File: config.mk
export PLATFORM = sky130hd
export DESIGN_NAME = dram_cycle_timer
export DESIGN_NICKNAME = d
export VERILOG_FILES = /design/src/rtl/dram_timing_pkg.sv /design/src/rtl/phase_divider.sv /design/src/rtl/reset_release_sync.sv /design/src/rtl/strobe_ring.sv /design/src/rtl/addr_mux_select.sv /design/src/rtl/cycle_slot_seq.sv /design/src/rtl/dram_cycle_timer.sv
export SDC_FILE = /design/constraint.sdc
export NUM_CORES = 1
export LEC_CHECK = 0
export BUFFER_PORTS_ARGS = -buffer_cell sky130_fd_sc_hd__buf_2
export CAP_MARGIN = 0
export CORE_AREA = 4 4 41 43
export CTS_BUF_LIST = sky130_fd_sc_hd__clkbuf_2
export DETAILED_ROUTE_END_ITERATION = 6
export DIE_AREA = 0 0 45 47
export PLACE_DENSITY = 0.59
export SLEW_MARGIN = 10
export SYNTH_ARGS = -nofsm -noshare
export SYNTH_HDL_FRONTEND = slang
export SYNTH_SLANG_ARGS = --single-unit
File: constraint.sdc
create_clock -name clk -period 1.3 [get_ports clk]
set_input_delay 0.195 -clock clk [delete_from_list [all_inputs] [get_ports clk]]
set_output_delay 0.195 -clock clk [all_outputs]
set_load 0.1 [all_outputs]
File: src/rtl/dram_timing_pkg.sv
package dram_timing_pkg;

    // Four steps of the strobe ring, in the order they occur
    typedef enum logic [1:0] {
        RING_PRECHARGE = 2'd0,
        RING_ROW       = 2'd1,
        RING_COLUMN    = 2'd2,
        RING_HOLD      = 2'd3
    } ring_state_e;

    // Four memory-cycle slots, in the order they occur
    typedef enum logic [1:0] {
        SLOT_CPU_RD = 2'd0,
        SLOT_REF_A  = 2'd1,
        SLOT_CPU_WR = 2'd2,
        SLOT_REF_B  = 2'd3
    } cycle_slot_e;

    typedef struct packed {
        logic cpu_rd;
        logic cpu_wr;
        logic refresh;
    } slot_qual_t;

endpackage

File: src/rtl/phase_divider.sv
module phase_divider (
    input  logic clk,
    input  logic arst_n,
    output logic phase,
    output logic tick_a,
    output logic tick_b
);

    // phase toggles every master edge; 0 before an edge marks a ring tick
    always_ff @(posedge clk or negedge arst_n) begin
        if (!arst_n) phase <= 1'b0;
        else         phase <= ~phase;
    end

    assign tick_a = ~phase;
    assign tick_b = phase;

endmodule

File: src/rtl/reset_release_sync.sv
module reset_release_sync #(
    parameter int SYNC_STAGES = 2
) (
    input  logic clk,
    input  logic arst_n,
    input  logic tick_b,
    output logic sys_rst_n
);

    localparam int MSB = SYNC_STAGES - 1;

    logic [MSB:0] sync_q;

    generate
        if (SYNC_STAGES == 1) begin : g_single
            always_ff @(posedge clk or negedge arst_n) begin
                if (!arst_n) sync_q <= '0;
                else         sync_q <= 1'b1;
            end
        end else begin : g_chain
            always_ff @(posedge clk or negedge arst_n) begin
                if (!arst_n) sync_q <= '0;
                else         sync_q <= {sync_q[MSB-1:0], 1'b1};
            end
        end
    endgenerate

    // release only on second-phase ticks: midway between ring ticks
    always_ff @(posedge clk or negedge arst_n) begin
        if (!arst_n)     sys_rst_n <= 1'b0;
        else if (tick_b) sys_rst_n <= sync_q[MSB];
    end

    assert_release_on_b_R3: assert property (@(posedge clk)
        $rose(sys_rst_n) |-> $past(tick_b));

endmodule

File: src/rtl/strobe_ring.sv
module strobe_ring
    import dram_timing_pkg::*;
(
    input  logic        clk,
    input  logic        rst_n,
    input  logic        tick_a,
    output ring_state_e state,
    output logic        ras_act,
    output logic        cas_act,
    output logic        row_open,
    output logic        cycle_end
);

    ring_state_e state_nx;

    always_ff @(posedge clk) begin
        if (!rst_n) state <= RING_PRECHARGE;
        else        state <= state_nx;
    end

    always_comb begin
        state_nx = state;
        if (tick_a) begin
            unique case (state)
                RING_PRECHARGE: state_nx = RING_ROW;
                RING_ROW:       state_nx = RING_COLUMN;
                RING_COLUMN:    state_nx = RING_HOLD;
                RING_HOLD:      state_nx = RING_PRECHARGE;
            endcase
        end
    end

    always_comb begin
        ras_act = 1'b0;
        cas_act = 1'b0;
        unique case (state)
            RING_PRECHARGE: begin ras_act = 1'b0; cas_act = 1'b0; end
            RING_ROW:       begin ras_act = 1'b1; cas_act = 1'b0; end
            RING_COLUMN:    begin ras_act = 1'b1; cas_act = 1'b1; end
            RING_HOLD:      begin ras_act = 1'b1; cas_act = 1'b1; end
        endcase
    end

    assign row_open  = (state != RING_PRECHARGE);
    assign cycle_end = tick_a && (state == RING_HOLD);

    assert_ring_moves_on_tick_R4: assert property (@(posedge clk) disable iff (!rst_n)
        !tick_a |=> $stable(state));

endmodule

File: src/rtl/addr_mux_select.sv
module addr_mux_select (
    input  logic clk,
    input  logic rst_n,
    input  logic tick_b,
    input  logic row_open,
    output logic col_sel
);

    // flips on the opposite phase, half a ring step after the row strobe
    always_ff @(posedge clk) begin
        if (!rst_n)      col_sel <= 1'b0;
        else if (tick_b) col_sel <= row_open;
    end

endmodule

File: src/rtl/cycle_slot_seq.sv
module cycle_slot_seq
    import dram_timing_pkg::*;
(
    input  logic        clk,
    input  logic        rst_n,
    input  logic        cycle_end,
    output cycle_slot_e slot,
    output slot_qual_t  qual
);

    cycle_slot_e slot_nx;

    always_ff @(posedge clk) begin
        if (!rst_n) slot <= SLOT_CPU_RD;
        else        slot <= slot_nx;
    end

    always_comb begin
        slot_nx = slot;
        if (cycle_end) begin
            unique case (slot)
                SLOT_CPU_RD: slot_nx = SLOT_REF_A;
                SLOT_REF_A:  slot_nx = SLOT_CPU_WR;
                SLOT_CPU_WR: slot_nx = SLOT_REF_B;
                SLOT_REF_B:  slot_nx = SLOT_CPU_RD;
            endcase
        end
    end

    always_comb begin
        qual = '0;
        unique case (slot)
            SLOT_CPU_RD: qual.cpu_rd  = 1'b1;
            SLOT_REF_A:  qual.refresh = 1'b1;
            SLOT_CPU_WR: qual.cpu_wr  = 1'b1;
            SLOT_REF_B:  qual.refresh = 1'b1;
        endcase
    end

endmodule

File: src/rtl/dram_cycle_timer.sv
module dram_cycle_timer
    import dram_timing_pkg::*;
#(
    parameter int SYNC_STAGES = 2
) (
    input  logic clk,
    input  logic rst_sw_n,
    input  logic cpu_wr_req,
    output logic clk8_p,
    output logic clk8_n,
    output logic sys_rst_n,
    output logic ras_n,
    output logic cas_n,
    output logic col_sel,
    output logic we_n,
    output logic cyc_cpu_rd,
    output logic cyc_cpu_wr,
    output logic cyc_ref
);

    logic        phase;
    logic        tick_a;
    logic        tick_b;
    ring_state_e ring_state;
    logic        ras_act;
    logic        cas_act;
    logic        row_open;
    logic        cycle_end;
    logic        col_q;
    cycle_slot_e slot;
    slot_qual_t  qual;

    phase_divider u_phase (
        .clk    (clk),
        .arst_n (rst_sw_n),
        .phase  (phase),
        .tick_a (tick_a),
        .tick_b (tick_b)
    );

    reset_release_sync #(.SYNC_STAGES(SYNC_STAGES)) u_rst (
        .clk       (clk),
        .arst_n    (rst_sw_n),
        .tick_b    (tick_b),
        .sys_rst_n (sys_rst_n)
    );

    strobe_ring u_ring (
        .clk       (clk),
        .rst_n     (sys_rst_n),
        .tick_a    (tick_a),
        .state     (ring_state),
        .ras_act   (ras_act),
        .cas_act   (cas_act),
        .row_open  (row_open),
        .cycle_end (cycle_end)
    );

    addr_mux_select u_mux (
        .clk      (clk),
        .rst_n    (sys_rst_n),
        .tick_b   (tick_b),
        .row_open (row_open),
        .col_sel  (col_q)
    );

    cycle_slot_seq u_slot (
        .clk       (clk),
        .rst_n     (sys_rst_n),
        .cycle_end (cycle_end),
        .slot      (slot),
        .qual      (qual)
    );

    // outputs forced to their idle values the moment reset is asserted
    assign clk8_p     = phase;
    assign clk8_n     = ~phase;
    assign ras_n      = ~(ras_act & sys_rst_n);
    assign cas_n      = ~(cas_act & sys_rst_n);
    assign col_sel    = col_q & sys_rst_n;
    assign cyc_cpu_rd = qual.cpu_rd | ~sys_rst_n;
    assign cyc_cpu_wr = qual.cpu_wr & sys_rst_n;
    assign cyc_ref    = qual.refresh & sys_rst_n;
    assign we_n       = ~(cyc_cpu_wr & cpu_wr_req & ~cas_n);

    assert_cas_within_ras_R4: assert property (@(posedge clk) disable iff (!sys_rst_n)
        !cas_n |-> !ras_n);

    assert_col_before_cas_R5: assert property (@(posedge clk) disable iff (!sys_rst_n)
        $fell(cas_n) |-> col_sel);

    assert_row_at_ras_fall_R5: assert property (@(posedge clk) disable iff (!sys_rst_n)
        $fell(ras_n) |-> !col_sel);

    assert_slot_moves_with_ras_R6: assert property (@(posedge clk) disable iff (!sys_rst_n)
        !$stable(cyc_ref) |-> $rose(ras_n));

    assert_one_qualifier_R8: assert property (@(posedge clk)
        $onehot({cyc_cpu_rd, cyc_cpu_wr, cyc_ref}));

    assert_write_only_in_slot_R9: assert property (@(posedge clk) disable iff (!sys_rst_n)
        !we_n |-> (cyc_cpu_wr && !cas_n));

endmodule

==> results.yml <==
cells_and_area:
  diodes: 0
  multiInputGateArea_um2: 388
  drive_above_1_share_pct: 72.6
  area_growth_pct: 99.2
  fillCellCount: 90
  seq_area_um2: 220
  nets: 86
  design_area_um2: 982
yosys:
  syn_inst: 48
  avgSynthCellArea_um2: 10.3
  ys_ff_latch: 9
  syn-cell-area_um2: 493
  syn_nets: 60
  synth_seq_area_share_pct: 40.6
  ys.warnings.count: 0
  yosys.cell_types.count: 18
global_routing:
  grt_pass1_vias: 404
  grt_usage_pct: 13.0
  gr-total-overflow: 0
  grt_max_degree: 9
  antenna_found_initial: 0
  grt_pass1_wl_um: 1870
critical_path:
  arrival_ns: 1.28
  crit_path_max_fanout: 3
  reg2reg_slack_ns: 0.09
  cp.required_ns: 1.11
  cpMaxStageDelayCell: "dfxtp_4"
  end_kind: "output port"
  path_buf_inv: 2
  path_delay_family: "flip-flops"
  crit_start: "u_ring.state[0]"
  path_cells: "inv_4 > ha_4 > o2111ai_4 > buf_12"
  critical_path.max_stage_delay_ns: 0.38
  reg2reg_from: "u_phase.phase"
  r2r_cells: 4
  r2r_end: "u_slot.slot[1]"
  crit_type: "reg2out"
  crit_cells: 4
  critPathCapture: "we_n"
  critPathLaunchType: "flop"
floorplan:
  die-area_um2: 2120
  core_um2: 1300
  die_w_um: 45
  die_h_um: 47
  rows: 13
  initial_core_util_pct: 37.9
  ios: 13
detailed_routing:
  vias: 401
  postRouteAntennaNets: 0
  drc: 0
  vias_per_cell: 4.56
  avgRoutedWirePerCell_um: 13.6
  drtPass1Iterations: 1
  drtIter0Drc: 0
  wirelength_um: 1200
timing:
  setup_ws_ns: -0.171
  timing.fmax_ghz: 0.680
  rsz0062_at_grt: "true"
  finClkSkew_ns: 0.00891
  layout_min_cycle_time_ns: 1.47
  final_max_slew_viol_count: 0
  setup_viol: 8
  hold_viol_final: 0
  fin_crit_sh_pct: 113
placement:
  dpl_cell_area_um2: 792
  numPortBuffers: 12
  dpl.hpwl_um: 750
  routabilityCongestion: 0.661
  place_ws_ns: 0.0219
power:
  ir_drop_mv: 0.538
  p_per_area_nw_per_um2: 651
  p_leak_nw: 0.411
run_status:
  status: "finished with violations"
  violations: "setup timing"
min_path:
  min_path_type: "in2async"
clock_network:
  clkTransAtPathRegs_ns: 0.09
  cts_tree: "done"
  numCtsBuffers: 3
  cts_buffer_depth: 2
  clk_latency_ns: 0.25
  clockRootBuffer: "clkbuf_2"
  clkSinkCount: 9
  htreeDepth: 1
flow_run:
  drv_cap: 0
-- power by group --
group	switching (W)	internal (W)	total [W]	leakage (nW)
combinational	0.0000887	0.0000663	0.000155	0.307
clock	0.0000978	0.0000818	0.000180	0.0166
sequential	0.0000175	0.000287	0.000305	0.0869
-- state kept, by name, indices dropped and copies added, names as in the netlist --
signal / cells
u_mux.col_sel: 1
u_phase.phase: 1
u_ring.state: 2
u_rst.sync_q: 2
u_rst.sys_rst_n: 1
u_slot.slot: 2
-- cell usage in the layout, fill, tap and decap left out, types with 3 or more instances in the layout --
cell,instances
clkbuf_2,4
ha_1,3
ha_4,5
buf_4,7
dfxtp_4,3
buf_12,11
nor2_1,4
-- worst min-delay path by stage --
stage	from	end	slack, ns
floorplan	rst_sw_n	u_rst.sync_q[0]	-0.10
global placement	rst_sw_n	u_rst.sync_q[1]	0.003
CTS	rst_sw_n	u_rst.sys_rst_n	0.26
detailed placement	rst_sw_n	u_rst.sync_q[1]	0.004
global route	rst_sw_n	u_rst.sys_rst_n	0.25
finish	rst_sw_n	u_rst.sys_rst_n	0.27
-- repair_timing --
action / 4_1_cts / 5_1_grt
setup endpoints to repair: 8 / 8
setup buffers: 3 / 4
endpoints found under the hold margin: 4 / 0
pin swaps: 5 / 1
hold buffers: 1 / 0
resized for setup: 17 / 9
-- synth_stat cells --
| cell | count | area, µm² |
|---|---|---|
| o2111ai_1 | 1 | 8.76 |
| a211oi_2 | 1 | 12.5 |
| buf_6 | 1 | 11.3 |
| nand2_1 | 1 | 3.75 |
| a211oi_1 | 2 | 15.0 |
| mux2i_1 | 2 | 20.0 |
| nor2_1 | 6 | 22.5 |
| dfxtp_1 | 5 | 100 |
| nor3_1 | 1 | 5.00 |
| dfrtp_1 | 4 | 100 |
| nand2b_1 | 2 | 12.5 |
| nor2b_4 | 1 | 13.8 |
| nor2_2 | 1 | 6.26 |
| inv_1 | 6 | 22.5 |
| o21ai_0 | 2 | 10.0 |
| and2_1 | 2 | 12.5 |
| conb_1 | 1 | 3.75 |
| ha_1 | 9 | 113 |
-- cells by family (layout without fill, tap and decap cells) --
logic type                 Yosys count  after routing  share of synthesized area, %
and+or+nand+nor                     14             14                          15.5
adders and majority gates            9              9                          22.8
DFF                                  9              9                          40.6
buffers and inverters                7             32                          6.85
AOI/OAI and AO/OA                    6              6                          9.39
muxes                                2              2                          4.06
other                                1              1                         0.761
-- routing by layer --
metal	GRT usage [%]	part of all wire, %	vias up
met3	5.75	2.8	2
met5	0	0	-
met1	15.0	38	188
met4	7.02	1.3	0
met2	20.3	57	8
li1	-	-	203
-- layout make-up --
cell class / instances / share of cell area, %
clock buffer: 4 / 2.04
inverter: 6 / 3.18
multi-input combinational: 32 / 39.5
sequential: 9 / 22.4
tap: 15 / 1.91
timing repair buffer: 22 / 31.0
-- metrics by stage --
stage          setup TNS (ns)  util, %  instances  total power [W]  hold slack (ns)
2_1_floorplan           -1.41        -         48         0.000392           -0.101
3_3_place_gp                0     60.9         76         0.000440          0.00330
3_5_place_dp                0     60.9         76         0.000442          0.00438
4_1_cts                -0.789     68.5         84         0.000628            0.256
5_1_grt                 -1.29     75.5         88         0.000680            0.255
6_report               -0.740     75.5         88         0.000639            0.272
(Power assumes the default switching activity.)
